$ cat src/rtl/csm_pkg.sv
// Package: shared helpers for the carry-save array multiplier.
// Assumes: operand widths small enough that the product fits a longint.
package csm_pkg;

    // Largest unsigned product of an m-bit by n-bit operand pair.
    function automatic longint unsigned csm_max_product(input int m, input int n);
        longint unsigned a_max;
        longint unsigned b_max;
        a_max = (longint'(1) << m) - 1;
        b_max = (longint'(1) << n) - 1;
        return a_max * b_max;
    endfunction

    // Sum and carry of one adder cell, kept as a pair.
    typedef struct packed {
        logic c;
        logic s;
    } csm_sc_t;

endpackage

$ cat src/rtl/csm_pp_gen.sv
// Module: csm_pp_gen
// Forms the AND-gate partial product matrix. Row j holds a[i] & b[j] at
// weight i+j. Assumes: purely combinational, every bit broadcast.
module csm_pp_gen #(
    parameter int MW = 4,
    parameter int NW = 4
) (
    input  logic [MW-1:0] a_i,
    input  logic [NW-1:0] b_i,
    output logic [MW-1:0] pp_o [NW]
);

    for (genvar j = 0; j < NW; j++) begin : g_row
        // One partial product row: multiplicand gated by multiplier bit j.
        assign pp_o[j] = a_i & {MW{b_i[j]}};
    end

endmodule

$ cat src/rtl/csm_half_add.sv
// Module: csm_half_add
// Two-input adder cell, used where only two bits of a weight meet.
// Assumes: inputs are single bits of equal weight.
module csm_half_add (
    input  logic a_i,
    input  logic b_i,
    output logic s_o,
    output logic c_o
);

    import csm_pkg::*;

    csm_sc_t res;

    // Gate-level sum and carry of two bits.
    always_comb begin
        res.s = a_i ^ b_i;
        res.c = a_i & b_i;
    end

    assign s_o = res.s;
    assign c_o = res.c;

    // the pair (c,s) counts the ones on the inputs.
    always_comb begin
        a_r8_ha_count: assert ({c_o, s_o} == ({1'b0, a_i} + {1'b0, b_i}))
            else $error("half adder count mismatch");
    end

endmodule

$ cat src/rtl/csm_full_add.sv
// Module: csm_full_add
// Three-input adder cell of the carry-save rows and the merge adder.
// Assumes: inputs are single bits of equal weight.
module csm_full_add (
    input  logic a_i,
    input  logic b_i,
    input  logic c_i,
    output logic s_o,
    output logic c_o
);

    import csm_pkg::*;

    csm_sc_t res;

    // Parity sum and majority carry of three bits.
    always_comb begin
        res.s = a_i ^ b_i ^ c_i;
        res.c = (a_i & b_i) | (a_i & c_i) | (b_i & c_i);
    end

    assign s_o = res.s;
    assign c_o = res.c;

    // the pair (c,s) counts the ones on the inputs.
    always_comb begin
        a_r8_fa_count: assert ({c_o, s_o} == ({1'b0, a_i} + {1'b0, b_i} + {1'b0, c_i}))
            else $error("full adder count mismatch");
    end

endmodule

$ cat src/rtl/csm_merge_row.sv
// Module: csm_merge_row
// Vector-merging ripple adder. Adds the final sum vector (already aligned)
// and the final carry vector into W result bits. Assumes: the caller
// guarantees the exact product fits, so the carry out must be zero.
module csm_merge_row #(
    parameter int W = 4
) (
    input  logic [W-1:0] sum_i,
    input  logic [W-1:0] car_i,
    output logic [W-1:0] res_o,
    output logic         cout_o
);

    logic [W:0] rc;

    assign rc[0] = 1'b0;

    for (genvar i = 0; i < W; i++) begin : g_bit
        if (i == 0) begin : g_lsb
            // Lowest merge cell: no incoming ripple carry.
            csm_half_add u_ha (
                .a_i (sum_i[i]),
                .b_i (car_i[i]),
                .s_o (res_o[i]),
                .c_o (rc[i+1])
            );
        end else begin : g_mid
            // Ripple cell: aligned sum, saved carry and ripple carry.
            csm_full_add u_fa (
                .a_i (sum_i[i]),
                .b_i (car_i[i]),
                .c_i (rc[i]),
                .s_o (res_o[i]),
                .c_o (rc[i+1])
            );
        end
    end

    assign cout_o = rc[W];

endmodule

$ cat src/rtl/csa_array_mult.sv
// Module: csa_array_mult
// Unsigned MW x NW carry-save array multiplier. Row 0 is the raw partial
// product row; rows 1..NW-1 are adder cells whose carries drop diagonally
// into the next row; a ripple merge adder resolves the top MW bits.
// Assumes: MW >= 2, NW >= 2, combinational use only (no clock, no reset).
module csa_array_mult #(
    parameter int MW = 4,
    parameter int NW = 4
) (
    input  logic [MW-1:0]    mcand_i,
    input  logic [NW-1:0]    mplier_i,
    output logic [MW+NW-1:0] prod_o
);

    import csm_pkg::*;

    localparam int PW = MW + NW;

    logic [MW-1:0] pp   [NW];
    logic [MW-1:0] sv   [NW];   // row sum vector, bit i at weight i+j
    logic [MW-1:0] cv   [NW];   // row carry vector, bit i at weight i+j+1
    logic [MW-1:0] m_sum;
    logic [MW-1:0] m_res;
    logic          m_cout;

    csm_pp_gen #(.MW(MW), .NW(NW)) u_pp (
        .a_i  (mcand_i),
        .b_i  (mplier_i),
        .pp_o (pp)
    );

    // Row 0 carries no adders: its sums are the raw partial products.
    assign sv[0] = pp[0];
    assign cv[0] = '0;

    for (genvar j = 1; j < NW; j++) begin : g_row
        for (genvar i = 0; i < MW; i++) begin : g_cell
            if (j == 1) begin : g_first
                // First array row: two inputs per weight at most.
                if (i < MW - 1) begin : g_in
                    csm_half_add u_ha (
                        .a_i (pp[j][i]),
                        .b_i (sv[j-1][i+1]),
                        .s_o (sv[j][i]),
                        .c_o (cv[j][i])
                    );
                end else begin : g_top
                    csm_half_add u_ha (
                        .a_i (pp[j][i]),
                        .b_i (1'b0),
                        .s_o (sv[j][i]),
                        .c_o (cv[j][i])
                    );
                end
            end else if (i < MW - 1) begin : g_body
                // Interior cell: partial product, shifted sum, saved carry.
                csm_full_add u_fa (
                    .a_i (pp[j][i]),
                    .b_i (sv[j-1][i+1]),
                    .c_i (cv[j-1][i]),
                    .s_o (sv[j][i]),
                    .c_o (cv[j][i])
                );
            end else begin : g_edge
                // Left edge: no sum arrives from above, so two inputs.
                csm_half_add u_ha (
                    .a_i (pp[j][i]),
                    .b_i (cv[j-1][i]),
                    .s_o (sv[j][i]),
                    .c_o (cv[j][i])
                );
            end
        end
    end

    for (genvar j = 0; j < NW; j++) begin : g_retire
        // Each row settles one low product bit.
        assign prod_o[j] = sv[j][0];
    end

    // Align the last row's sums onto the carry weights for merging.
    assign m_sum = {1'b0, sv[NW-1][MW-1:1]};

    csm_merge_row #(.W(MW)) u_merge (
        .sum_i  (m_sum),
        .car_i  (cv[NW-1]),
        .res_o  (m_res),
        .cout_o (m_cout)
    );

    assign prod_o[PW-1:NW] = m_res;

    // ---------------------------------------------------------------
    // Checks placed beside the array they guard.
    // ---------------------------------------------------------------

    // Weighted value held after row j: retired bits plus both vectors.
    function automatic longint unsigned row_held(
        input int               j,
        input logic [MW-1:0]    s_row,
        input logic [MW-1:0]    c_row,
        input logic [PW-1:0]    z
    );
        longint unsigned acc;
        acc = 0;
        for (int k = 0; k < j; k++) acc += longint'(z[k]) << k;
        for (int i = 0; i < MW; i++) begin
            acc += longint'(s_row[i]) << (i + j);
            acc += longint'(c_row[i]) << (i + j + 1);
        end
        return acc;
    endfunction

    // Multiplicand times the low j+1 multiplier bits.
    function automatic longint unsigned row_target(
        input int            j,
        input logic [MW-1:0] a,
        input logic [NW-1:0] b
    );
        longint unsigned acc;
        acc = 0;
        for (int k = 0; k <= j; k++)
            if (b[k]) acc += longint'(a) << k;
        return acc;
    endfunction

    always_comb begin
        // carry-save invariant after every row.
        for (int j = 0; j < NW; j++) begin
            a_r8_row_invariant: assert (row_held(j, sv[j], cv[j], prod_o)
                                        == row_target(j, mcand_i, mplier_i))
                else $error("row %0d partial value wrong", j);
        end
        // full product.
        a_r1_product: assert (prod_o == (PW'(mcand_i) * PW'(mplier_i)))
            else $error("product mismatch");
        // a zero operand forces a zero product.
        a_r2_zero_operand: assert (!((mcand_i == '0) || (mplier_i == '0)) || (prod_o == '0))
            else $error("zero operand gave nonzero product");
        // bounded result and no carry out of the merge adder.
        a_r6_no_overflow: assert ((m_cout == 1'b0)
                                  && (longint'(prod_o) <= csm_max_product(MW, NW)))
            else $error("merge adder overflow");
    end

endmodule

$ cat config.mk
export PLATFORM = sky130hd
export DESIGN_NAME = csa_array_mult
export DESIGN_NICKNAME = d
export VERILOG_FILES = /design/src/rtl/csm_pkg.sv /design/src/rtl/csm_pp_gen.sv /design/src/rtl/csm_half_add.sv /design/src/rtl/csm_full_add.sv /design/src/rtl/csm_merge_row.sv /design/src/rtl/csa_array_mult.sv
export SDC_FILE = /design/constraint.sdc
export NUM_CORES = 1
export LEC_CHECK = 0
export ABC_AREA = 1
export BUFFER_PORTS_ARGS = -buffer_cell sky130_fd_sc_hd__buf_4
export CAP_MARGIN = 10
export CORE_AREA = 5 5 42 44
export DETAILED_ROUTE_END_ITERATION = 10
export DIE_AREA = 0 0 47 49
export SYNTH_ARGS = -nofsm -noshare
export SYNTH_HDL_FRONTEND = slang
export SYNTH_SLANG_ARGS = --single-unit
$ cat constraint.sdc
create_clock -name vclk -period 6.3
set_input_delay 0.63 -clock vclk [all_inputs]
set_output_delay 0.63 -clock vclk [all_outputs]
set_load 0.05 [all_outputs]
==> results.tsv, run 1 <==
stage	metric	value	unit
timing	min Tclk post-route	4.03	ns
final_layout	Layout clock buffers	0	
synth	post-synth top area cell	fa_1	
synth	multiplexer area fraction after synthesis	0	
global_routing	first-pass GRT wire length	1.24	mm
worst_setup_path	CP max FO	4	
power	Gate power share	1.000	
synth	most frequent cell after synthesis	inv_1	
placed_design	GPL Wtd Cong	0.712	
final_layout	FF/Latch Area	0	µm²
routing	final WL	731	µm
global_routing	largest net degree at the start of global routing	5	
worst_setup_path	WP depth	12	
worst_setup_path	worst setup path endpoint	prod_o[6]	
timing	Setup WS post-layout	2.27	ns
synth	Syn Area/Cell	7.30	µm²
die	core box area	0.00140	mm²
power	worst vdd ir	0.0000693	V
placed_design	PortBufs	16	
die	IO Pins	16	
final_layout	FFs & Latches	0	
power	Int Power	25.1	µW
synth	Synthesis Warnings	0	
min_path	Worst Hold Class	input port to primary output	
clock_tree	PostCTS Resize Cnt	0	
power	PwrDens	164	mW/mm²
worst_setup_path	CP Cell Sequence	buf_4 -> nand2_1 -> inv_1 -> ha_1 -> fa_1 -> inv_1 -> fa_1 -> inv_1 -> ha_1 -> fa_1 -> fa_1 -> buf_4	
timing	Setup TNS	0	ns
final_layout	# nets final	85	
global_routing	number of global-route vias before repair	321	
worst_setup_path	Critical path buffers and inverters	5	
job	max-cap violation count	0	
routing	routed len/inst	9.25	µm
worst_setup_path	Worst setup SP type	input port	
die	die area	0.00230	mm²
timing	Rel. slew slack	0.902	
die	Die W	47	µm
placed_design	hpwl dp	706	µm
final_layout	Final Cell Area	482	µm²
synth	Synth top area share	0.406	
synth	Synth Area in Compound Gates	0	
routing	vias	306	
timing	fin crit share	0.640	
timing	RSZ-0062 raised after global routing	no	
die	Die H	49	µm
final_layout	Final Non-Filler Cells	79	
worst_setup_path	CP required	5.67	ns
synth	Seq/Total Area, Yosys	0	
worst_setup_path	slowest stage cell, crit path	fa_1	
timing	final setup violation count	0	
routing	post-route ant nets	0	
placed_design	DP Worst Slack	2.24	ns
die	Rows	14	
clock_tree	Hold-fix buffers, CTS	0	
worst_setup_path	CP endpoint kind	primary output	
power	clock power share	0	
worst_setup_path	CP most frequent cell	fa_1	
die	Starting Density	0.281	
final_layout	share of layout cells above drive strength 1	0.254	
worst_setup_path	type of the worst setup path	input port to primary output	
synth	Synth Area in Simple Gates	0.152	
clock_tree	postcts setup bufs	0	
worst_setup_path	critical path's largest stage delay	0.50	ns
synth	Post-Synth Adder-Cell Area	0.533	
timing	Hold Fails Final Rpt	0	
global_routing	total gr overflow	0	
timing	final slew viol count	0	
global_routing	number of antenna violations at the first check in global routing	0	
placed_design	Post-DP Area	482	µm²
routing	initial DRC count	2	
power	switch share	0.683	
routing	residual DRC count	0	
final_layout	area growth from synthesis to layout	22.2	%
routing	First-pass DRT Iterations	2	
routing	routed vias/inst	3.87	
global_routing	GRT Overall Usage	0.0673	
final_layout	number of diodes	0	
synth	syn nets	74	
placed_design	dpl cells	79	
timing	Least-Margin Pin Slew	0.149	ns
worst_setup_path	crit path from	mplier_i[1]	
synth	post-synthesis instance total	54	
worst_setup_path	crit path DAT	3.40	ns
power	switching pwr	54.1	µW
timing	fmax	248	MHz
run_status	outcome	finished, final reports clean	
final_layout	final core utilization	0.344	
synth	Post-synth top cells	19 x inv_1, 16 x nand2_1, 8 x fa_1	
synth	xor-xnor portion of the synthesized cell area	0	
final_layout	Fillers	163	
synth	number of distinct library cells after synthesis	5	
worst_setup_path	cell family with most CP delay	adder cells	
synth	main combinational cell family by area after synthesis	adder cells	
power	P_leak	0.000361	µW
synth	synthesized cell area	394	µm²
synth	synth top area cells	fa_1 41%, inv_1 18%, nand2_1 15%	
power	Flop pwr share	0	
-- worst min path at each step --
stage / endpoint / from / cells after the start / slack, ns
2_1_floorplan: prod_o[0] / mcand_i[0] / 2 / 1.48
3_3_place_gp: prod_o[0] / mcand_i[0] / 4 / 1.63
3_5_place_dp: prod_o[0] / mcand_i[0] / 4 / 1.63
4_1_cts: prod_o[0] / mcand_i[0] / 4 / 1.64
5_1_grt: prod_o[0] / mplier_i[0] / 4 / 1.66
6_report: prod_o[0] / mcand_i[0] / 4 / 1.63
-- routing by layer --
metal / GRT usage / share of wire
met2: 0.127 / 0.56
met1: 0.0872 / 0.40
met5: 0 / 0
met3: 0 / 0.040
met4: 0 / 0
-- worst min-delay path, delay by kind of cell --
family / cells / cell delay, ns
buffers and inverters: 3 / 0.32
AND/OR/NAND/NOR: 1 / 0.04
-- logic make-up after synthesis --
kind of cell / count (synthesis)
and+or+nand+nor: 16
adders and majority gates: 12
buffers and inverters: 26
-- power groups by stage --
stage / combinational, µW / sequential [µW] / clock, µW
floorplan: 68.4 / 0 / 0
global route: 85.3 / 0 / 0
finish: 79.2 / 0 / 0
global placement: 79.4 / 0 / 0
detailed placement: 80.6 / 0 / 0
CTS: 81.1 / 0 / 0
-- cells in the final DEF, fill, tap and decap left out --
cell type	count
inv_1	19
nand2_1	16
buf_4	16
fa_1	8
ha_1	4
-- per-stage QoR --
| step | hold slack (ns) | power, µW |
|---|---|---|
| CTS | 1.64 | 81.1 |
| finish | 1.63 | 79.2 |
| global route | 1.66 | 85.3 |
| floorplan | 1.48 | 68.4 |
| detailed placement | 1.63 | 80.6 |
| global placement | 1.63 | 79.4 |
-- cell type report --
cell class | count | area (µm²) | share of cell area
Multi-Input combinational cell | 28 | 270 | 0.561
Timing Repair Buffer | 16 | 120 | 0.249
Inverter | 19 | 71.3 | 0.148
Tap cell | 16 | 20.0 | 0.0416
Note: power is estimated with default switching activity, not from simulation.
==> run 2: changes to the inputs <==
- ABC_AREA: 1 -> 0
- clock period: 6.3 -> 3.55 ns (I/O delays scaled with it)
==> results.tsv, run 2 <==
stage	metric	value	unit
run_status	outcome	finished, final reports clean	
placed_design	PortBufs	16	
min_path	Worst Hold Class	input port to primary output	
die	Starting Density	0.268	
timing	Rel. slew slack	0.902	
synth	Post-synth top cells	15 x and2_1, 8 x fa_1, 7 x buf_4	
routing	routed vias/inst	4.13	
synth	Post-Synth Adder-Cell Area	0.560	
synth	Seq/Total Area, Yosys	0	
routing	residual DRC count	0	
clock_tree	postcts setup bufs	0	
placed_design	hpwl dp	565	µm
die	core box area	0.00140	mm²
min_path	hold path endpoint	prod_o[0]	
routing	vias	264	
synth	Synth top area share	0.427	
worst_setup_path	CP most frequent cell	fa_1	
placed_design	GPL Wtd Cong	0.757	
worst_setup_path	crit path DAT	3.10	ns
synth	Syn Area/Cell	9.62	µm²
timing	Least-Margin Pin Slew	0.148	ns
routing	First-pass DRT Iterations	2	
worst_setup_path	WP depth	11	
final_layout	FFs & Latches	0	
worst_setup_path	CP endpoint kind	primary output	
routing	final WL	568	µm
global_routing	number of global-route vias before repair	284	
timing	fin crit share	0.973	
routing	post-route ant nets	0	
worst_setup_path	slowest stage cell, crit path	fa_1	
routing	initial DRC count	3	
synth	post-synth top area cell	fa_1	
die	Die W	47	µm
synth	synth top area cells	fa_1 43%, and2_1 25%, buf_4 14%	
worst_setup_path	critical path's largest stage delay	0.50	ns
final_layout	area growth from synthesis to layout	25.0	%
synth	Synthesis Warnings	0	
worst_setup_path	CP required	3.19	ns
power	worst vdd ir	0.000106	V
job	max-cap violation count	0	
power	PwrDens	298	mW/mm²
worst_setup_path	Worst setup SP type	input port	
synth	syn nets	59	
die	Die H	49	µm
synth	multiplexer area fraction after synthesis	0	
die	die area	0.00230	mm²
global_routing	first-pass GRT wire length	1.11	mm
synth	Synth Area in Simple Gates	0.260	
global_routing	largest net degree at the start of global routing	5	
synth	number of distinct library cells after synthesis	6	
global_routing	number of antenna violations at the first check in global routing	0	
clock_tree	Hold-fix buffers, CTS	0	
min_path	Hold Path Origin	mcand_i[0]	
timing	worst hold margin	1.10	ns
synth	main combinational cell family by area after synthesis	adder cells	
synth	post-synthesis instance total	39	
timing	min Tclk post-route	3.45	ns
power	P_leak	0.000251	µW
timing	fmax	290	MHz
worst_setup_path	Critical path buffers and inverters	4	
synth	xor-xnor portion of the synthesized cell area	0	
final_layout	share of layout cells above drive strength 1	0.354	
synth	Synth Area in Compound Gates	0	
global_routing	GRT Overall Usage	0.0603	
global_routing	total gr overflow	0	
final_layout	most frequent cells in the layout	15 x and2_1, 15 x buf_4, 7 x fa_1, 4 x inv_1, 4 x ha_1	
die	Rows	14	
final_layout	number of diodes	0	
worst_setup_path	CP Cell Sequence	buf_4 -> and2_1 -> ha_1 -> fa_1 -> inv_1 -> fa_1 -> inv_1 -> ha_1 -> fa_2 -> fa_1 -> buf_6	
worst_setup_path	cell family with most CP delay	adder cells	
timing	final slew viol count	0	
timing	Setup TNS	0	ns
synth	most frequent cell after synthesis	and2_1	
worst_setup_path	CP max FO	4	
synth	synthesized cell area	375	µm²
clock_tree	PostCTS Resize Cnt	0	
timing	final setup violation count	0	
worst_setup_path	type of the worst setup path	input port to primary output	
timing	Hold Fails Final Rpt	0	
final_layout	FF/Latch Area	0	µm²
routing	routed len/inst	8.88	µm
timing	RSZ-0062 raised after global routing	no	
die	IO Pins	16	
min_path	hold depth	3	
final_layout	Layout clock buffers	0	
final_layout	# nets final	70	
[run 2: cell types whose count changed after synthesis, sizes merged]
cell / previous run / this run
and2: 0 / 15
inv: 19 / 4
nand2: 16 / 1
[run 2: worst max-delay path by stage]
stage	startpoint	endpoint	slack, ns
4_1_cts	mplier_i[1]	prod_o[6]	0.01
3_3_place_gp	mplier_i[1]	prod_o[6]	0.04
5_1_grt	mplier_i[1]	prod_o[6]	0.0009
3_5_place_dp	mplier_i[1]	prod_o[6]	0.02
2_1_floorplan	mplier_i[1]	prod_o[6]	0.23
6_report	mplier_i[1]	prod_o[6]	0.1
[run 2: cells by family after synthesis]
family                   Yosys count
AND/OR/NAND/NOR                   16
adder cells (fa/ha/maj)           12
buffers and inverters             11
[run 2: through the flow]
stage / instance area, µm² / setup slack (ns) / util / total power, µW / cells
2_1_floorplan: 375 / 0.235 / - / 121 / 39
3_3_place_gp: 463 / 0.0354 / 0.330 / 141 / 64
3_5_place_dp: 463 / 0.0151 / 0.330 / 140 / 64
4_1_cts: 463 / 0.0114 / 0.330 / 141 / 64
5_1_grt: 469 / 0.000903 / 0.335 / 152 / 64
6_report: 469 / 0.0967 / 0.335 / 140 / 64
[run 2: tightest hold or removal path, delay by kind of cell]
family / cells / cell delay [ns]
and+or+nand+nor: 1 / 0.11
buffers and inverters: 2 / 0.28
[run 2: layer usage]
metal / GRT usage / vias up / part of all wire / wire length, µm
li1: - / 129 / - / -
met1: 0.0899 / 127 / 0.39 / 223
met2: 0.0995 / 8 / 0.54 / 307
met3: 0.00369 / 0 / 0.065 / 37
met4: 0 / 0 / 0 / 0
met5: 0 / - / 0 / 0
[run 2: cell type report]
type | instances | area, µm²
multi-input cells | 28 | 310
inverters | 4 | 15.0
well taps | 16 | 20.0
repair buffers | 16 | 124
fillers | 159 | 932
[run 2: power by group]
| group | total [µW] | switching (µW) | internal [µW] | leakage [µW] |
|---|---|---|---|---|
| Sequential | 0 | 0 | 0 | 0 |
| Combinational | 140 | 92.3 | 47.4 | 0.000251 |
| Clock | 0 | 0 | 0 | 0 |
| Total | 140 | 92.3 | 47.4 | 0.000251 |
==> run 3: changes to the inputs <==
- ABC_AREA: 0 -> 1
==> results.tsv, run 3 (same netlist as run 1, synthesis figures left out) <==
stage	metric	value	unit
run_status	outcome	finished, final reports clean	
die	Starting Density	0.281	
final_layout	share of layout cells above drive strength 1	0.254	
routing	routed vias/inst	3.85	
final_layout	final core utilization	0.344	
global_routing	first-pass GRT wire length	1.12	mm
final_layout	Layout clock buffers	0	
timing	min Tclk post-route	3.43	ns
power	Int Power	44.4	µW
worst_setup_path	Worst setup SP type	input port	
final_layout	FFs & Latches	0	
timing	fmax	291	MHz
die	core box area	0.00140	mm²
min_path	Worst Hold Class	input port to primary output	
global_routing	number of antenna violations at the first check in global routing	0	
clock_tree	postcts setup bufs	0	
timing	fin crit share	0.966	
worst_setup_path	type of the worst setup path	input port to primary output	
worst_setup_path	crit path DAT	3.08	ns
worst_setup_path	CP most frequent cell	fa_1	
power	Gate power share	1.000	
die	Die W	47	µm
routing	residual DRC count	0	
global_routing	number of global-route vias before repair	277	
power	PwrDens	292	mW/mm²
global_routing	total gr overflow	0	
routing	First-pass DRT Iterations	4	
timing	final setup violation count	0	
die	Die H	49	µm
die	die area	0.00230	mm²
timing	Rel. slew slack	0.900	
routing	routed len/inst	8.65	µm
clock_tree	Hold-fix buffers, CTS	0	
worst_setup_path	slowest stage cell, crit path	fa_1	
clock_tree	PostCTS Resize Cnt	0	
power	switching pwr	96.5	µW
power	Flop pwr share	0	
final_layout	area growth from synthesis to layout	22.2	%
placed_design	hpwl dp	651	µm
power	worst vdd ir	0.000139	V
routing	vias	304	
global_routing	largest net degree at the start of global routing	5	
final_layout	number of diodes	0	
final_layout	commonest non-fill, non-tap cell in the layout	inv_1	
die	Rows	14	
routing	final WL	683	µm
placed_design	GPL Wtd Cong	0.748	
routing	initial DRC count	2	
final_layout	Fillers	159	
final_layout	FF/Latch Area	0	µm²
timing	RSZ-0062 raised after global routing	no	
worst_setup_path	CP Cell Sequence	buf_4 -> nand2_1 -> inv_1 -> ha_1 -> fa_1 -> inv_1 -> fa_1 -> inv_1 -> ha_1 -> fa_1 -> fa_1 -> buf_4	
die	IO Pins	16	
worst_setup_path	critical path's largest stage delay	0.49	ns
global_routing	GRT Overall Usage	0.0625	
timing	final slew viol count	0	
timing	Least-Margin Pin Slew	0.151	ns
power	P_leak	0.000361	µW
power	clock power share	0	
job	max-cap violation count	0	
worst_setup_path	CP required	3.19	ns
timing	worst hold margin	1.09	ns
final_layout	most frequent cells in the layout	19 x inv_1, 16 x nand2_1, 16 x buf_4, 8 x fa_1, 4 x ha_1	
timing	Setup TNS	0	ns
final_layout	# nets final	85	
placed_design	PortBufs	16	
routing	post-route ant nets	0	
power	switch share	0.685	
timing	Hold Fails Final Rpt	0	
worst_setup_path	CP endpoint kind	primary output	
worst_setup_path	CP max FO	4	
==> run 3: final timing paths <==
check | from | endpoint | cells past startpoint
setup / recovery | mplier_i[1] | prod_o[6] | 12
hold / removal | mplier_i[0] | prod_o[0] | 4
==> run 3: through the flow <==
step / total power (µW) / cell area, µm² / setup slack [ns] / std cells
2_1_floorplan: 121 / 394 / 0.300 / 54
3_3_place_gp: 142 / 482 / 0.115 / 79
3_5_place_dp: 143 / 482 / 0.0949 / 79
4_1_cts: 144 / 482 / 0.0970 / 79
5_1_grt: 153 / 482 / 0.0121 / 79
6_report: 141 / 482 / 0.119 / 79
==> run 3: layout make-up <==
cell class         instances  area (µm²)  share of cell area
inverters                 19        71.3               0.148
multi-input cells         28         270               0.561
well taps                 16        20.0              0.0416
repair buffers            16         120               0.249
==> run 3: routing by layer <==
layer | share of wire | GRT usage | vias to the layer above | routed length (µm)
li1 | - | - | 158 | -
met1 | 0.42 | 0.0833 | 136 | 288
met2 | 0.50 | 0.111 | 10 | 343
met3 | 0.073 | 0.00738 | 0 | 50
met4 | 0 | 0 | 0 | 0
met5 | 0 | 0 | - | 0
==> run 3: critical path, delay by kind of cell <==
| family | cells | cell delay (ns) |
|---|---|---|
| buffers and inverters | 5 | 0.45 |
| AND/OR/NAND/NOR | 1 | 0.06 |
| adder cells (fa/ha/maj) | 6 | 2.20 |
==> run 3: power groups by stage <==
stage	combinational [µW]	sequential [µW]	clock [µW]
floorplan	121	0	0
global placement	142	0	0
detailed placement	143	0	0
CTS	144	0	0
global route	153	0	0
finish	141	0	0
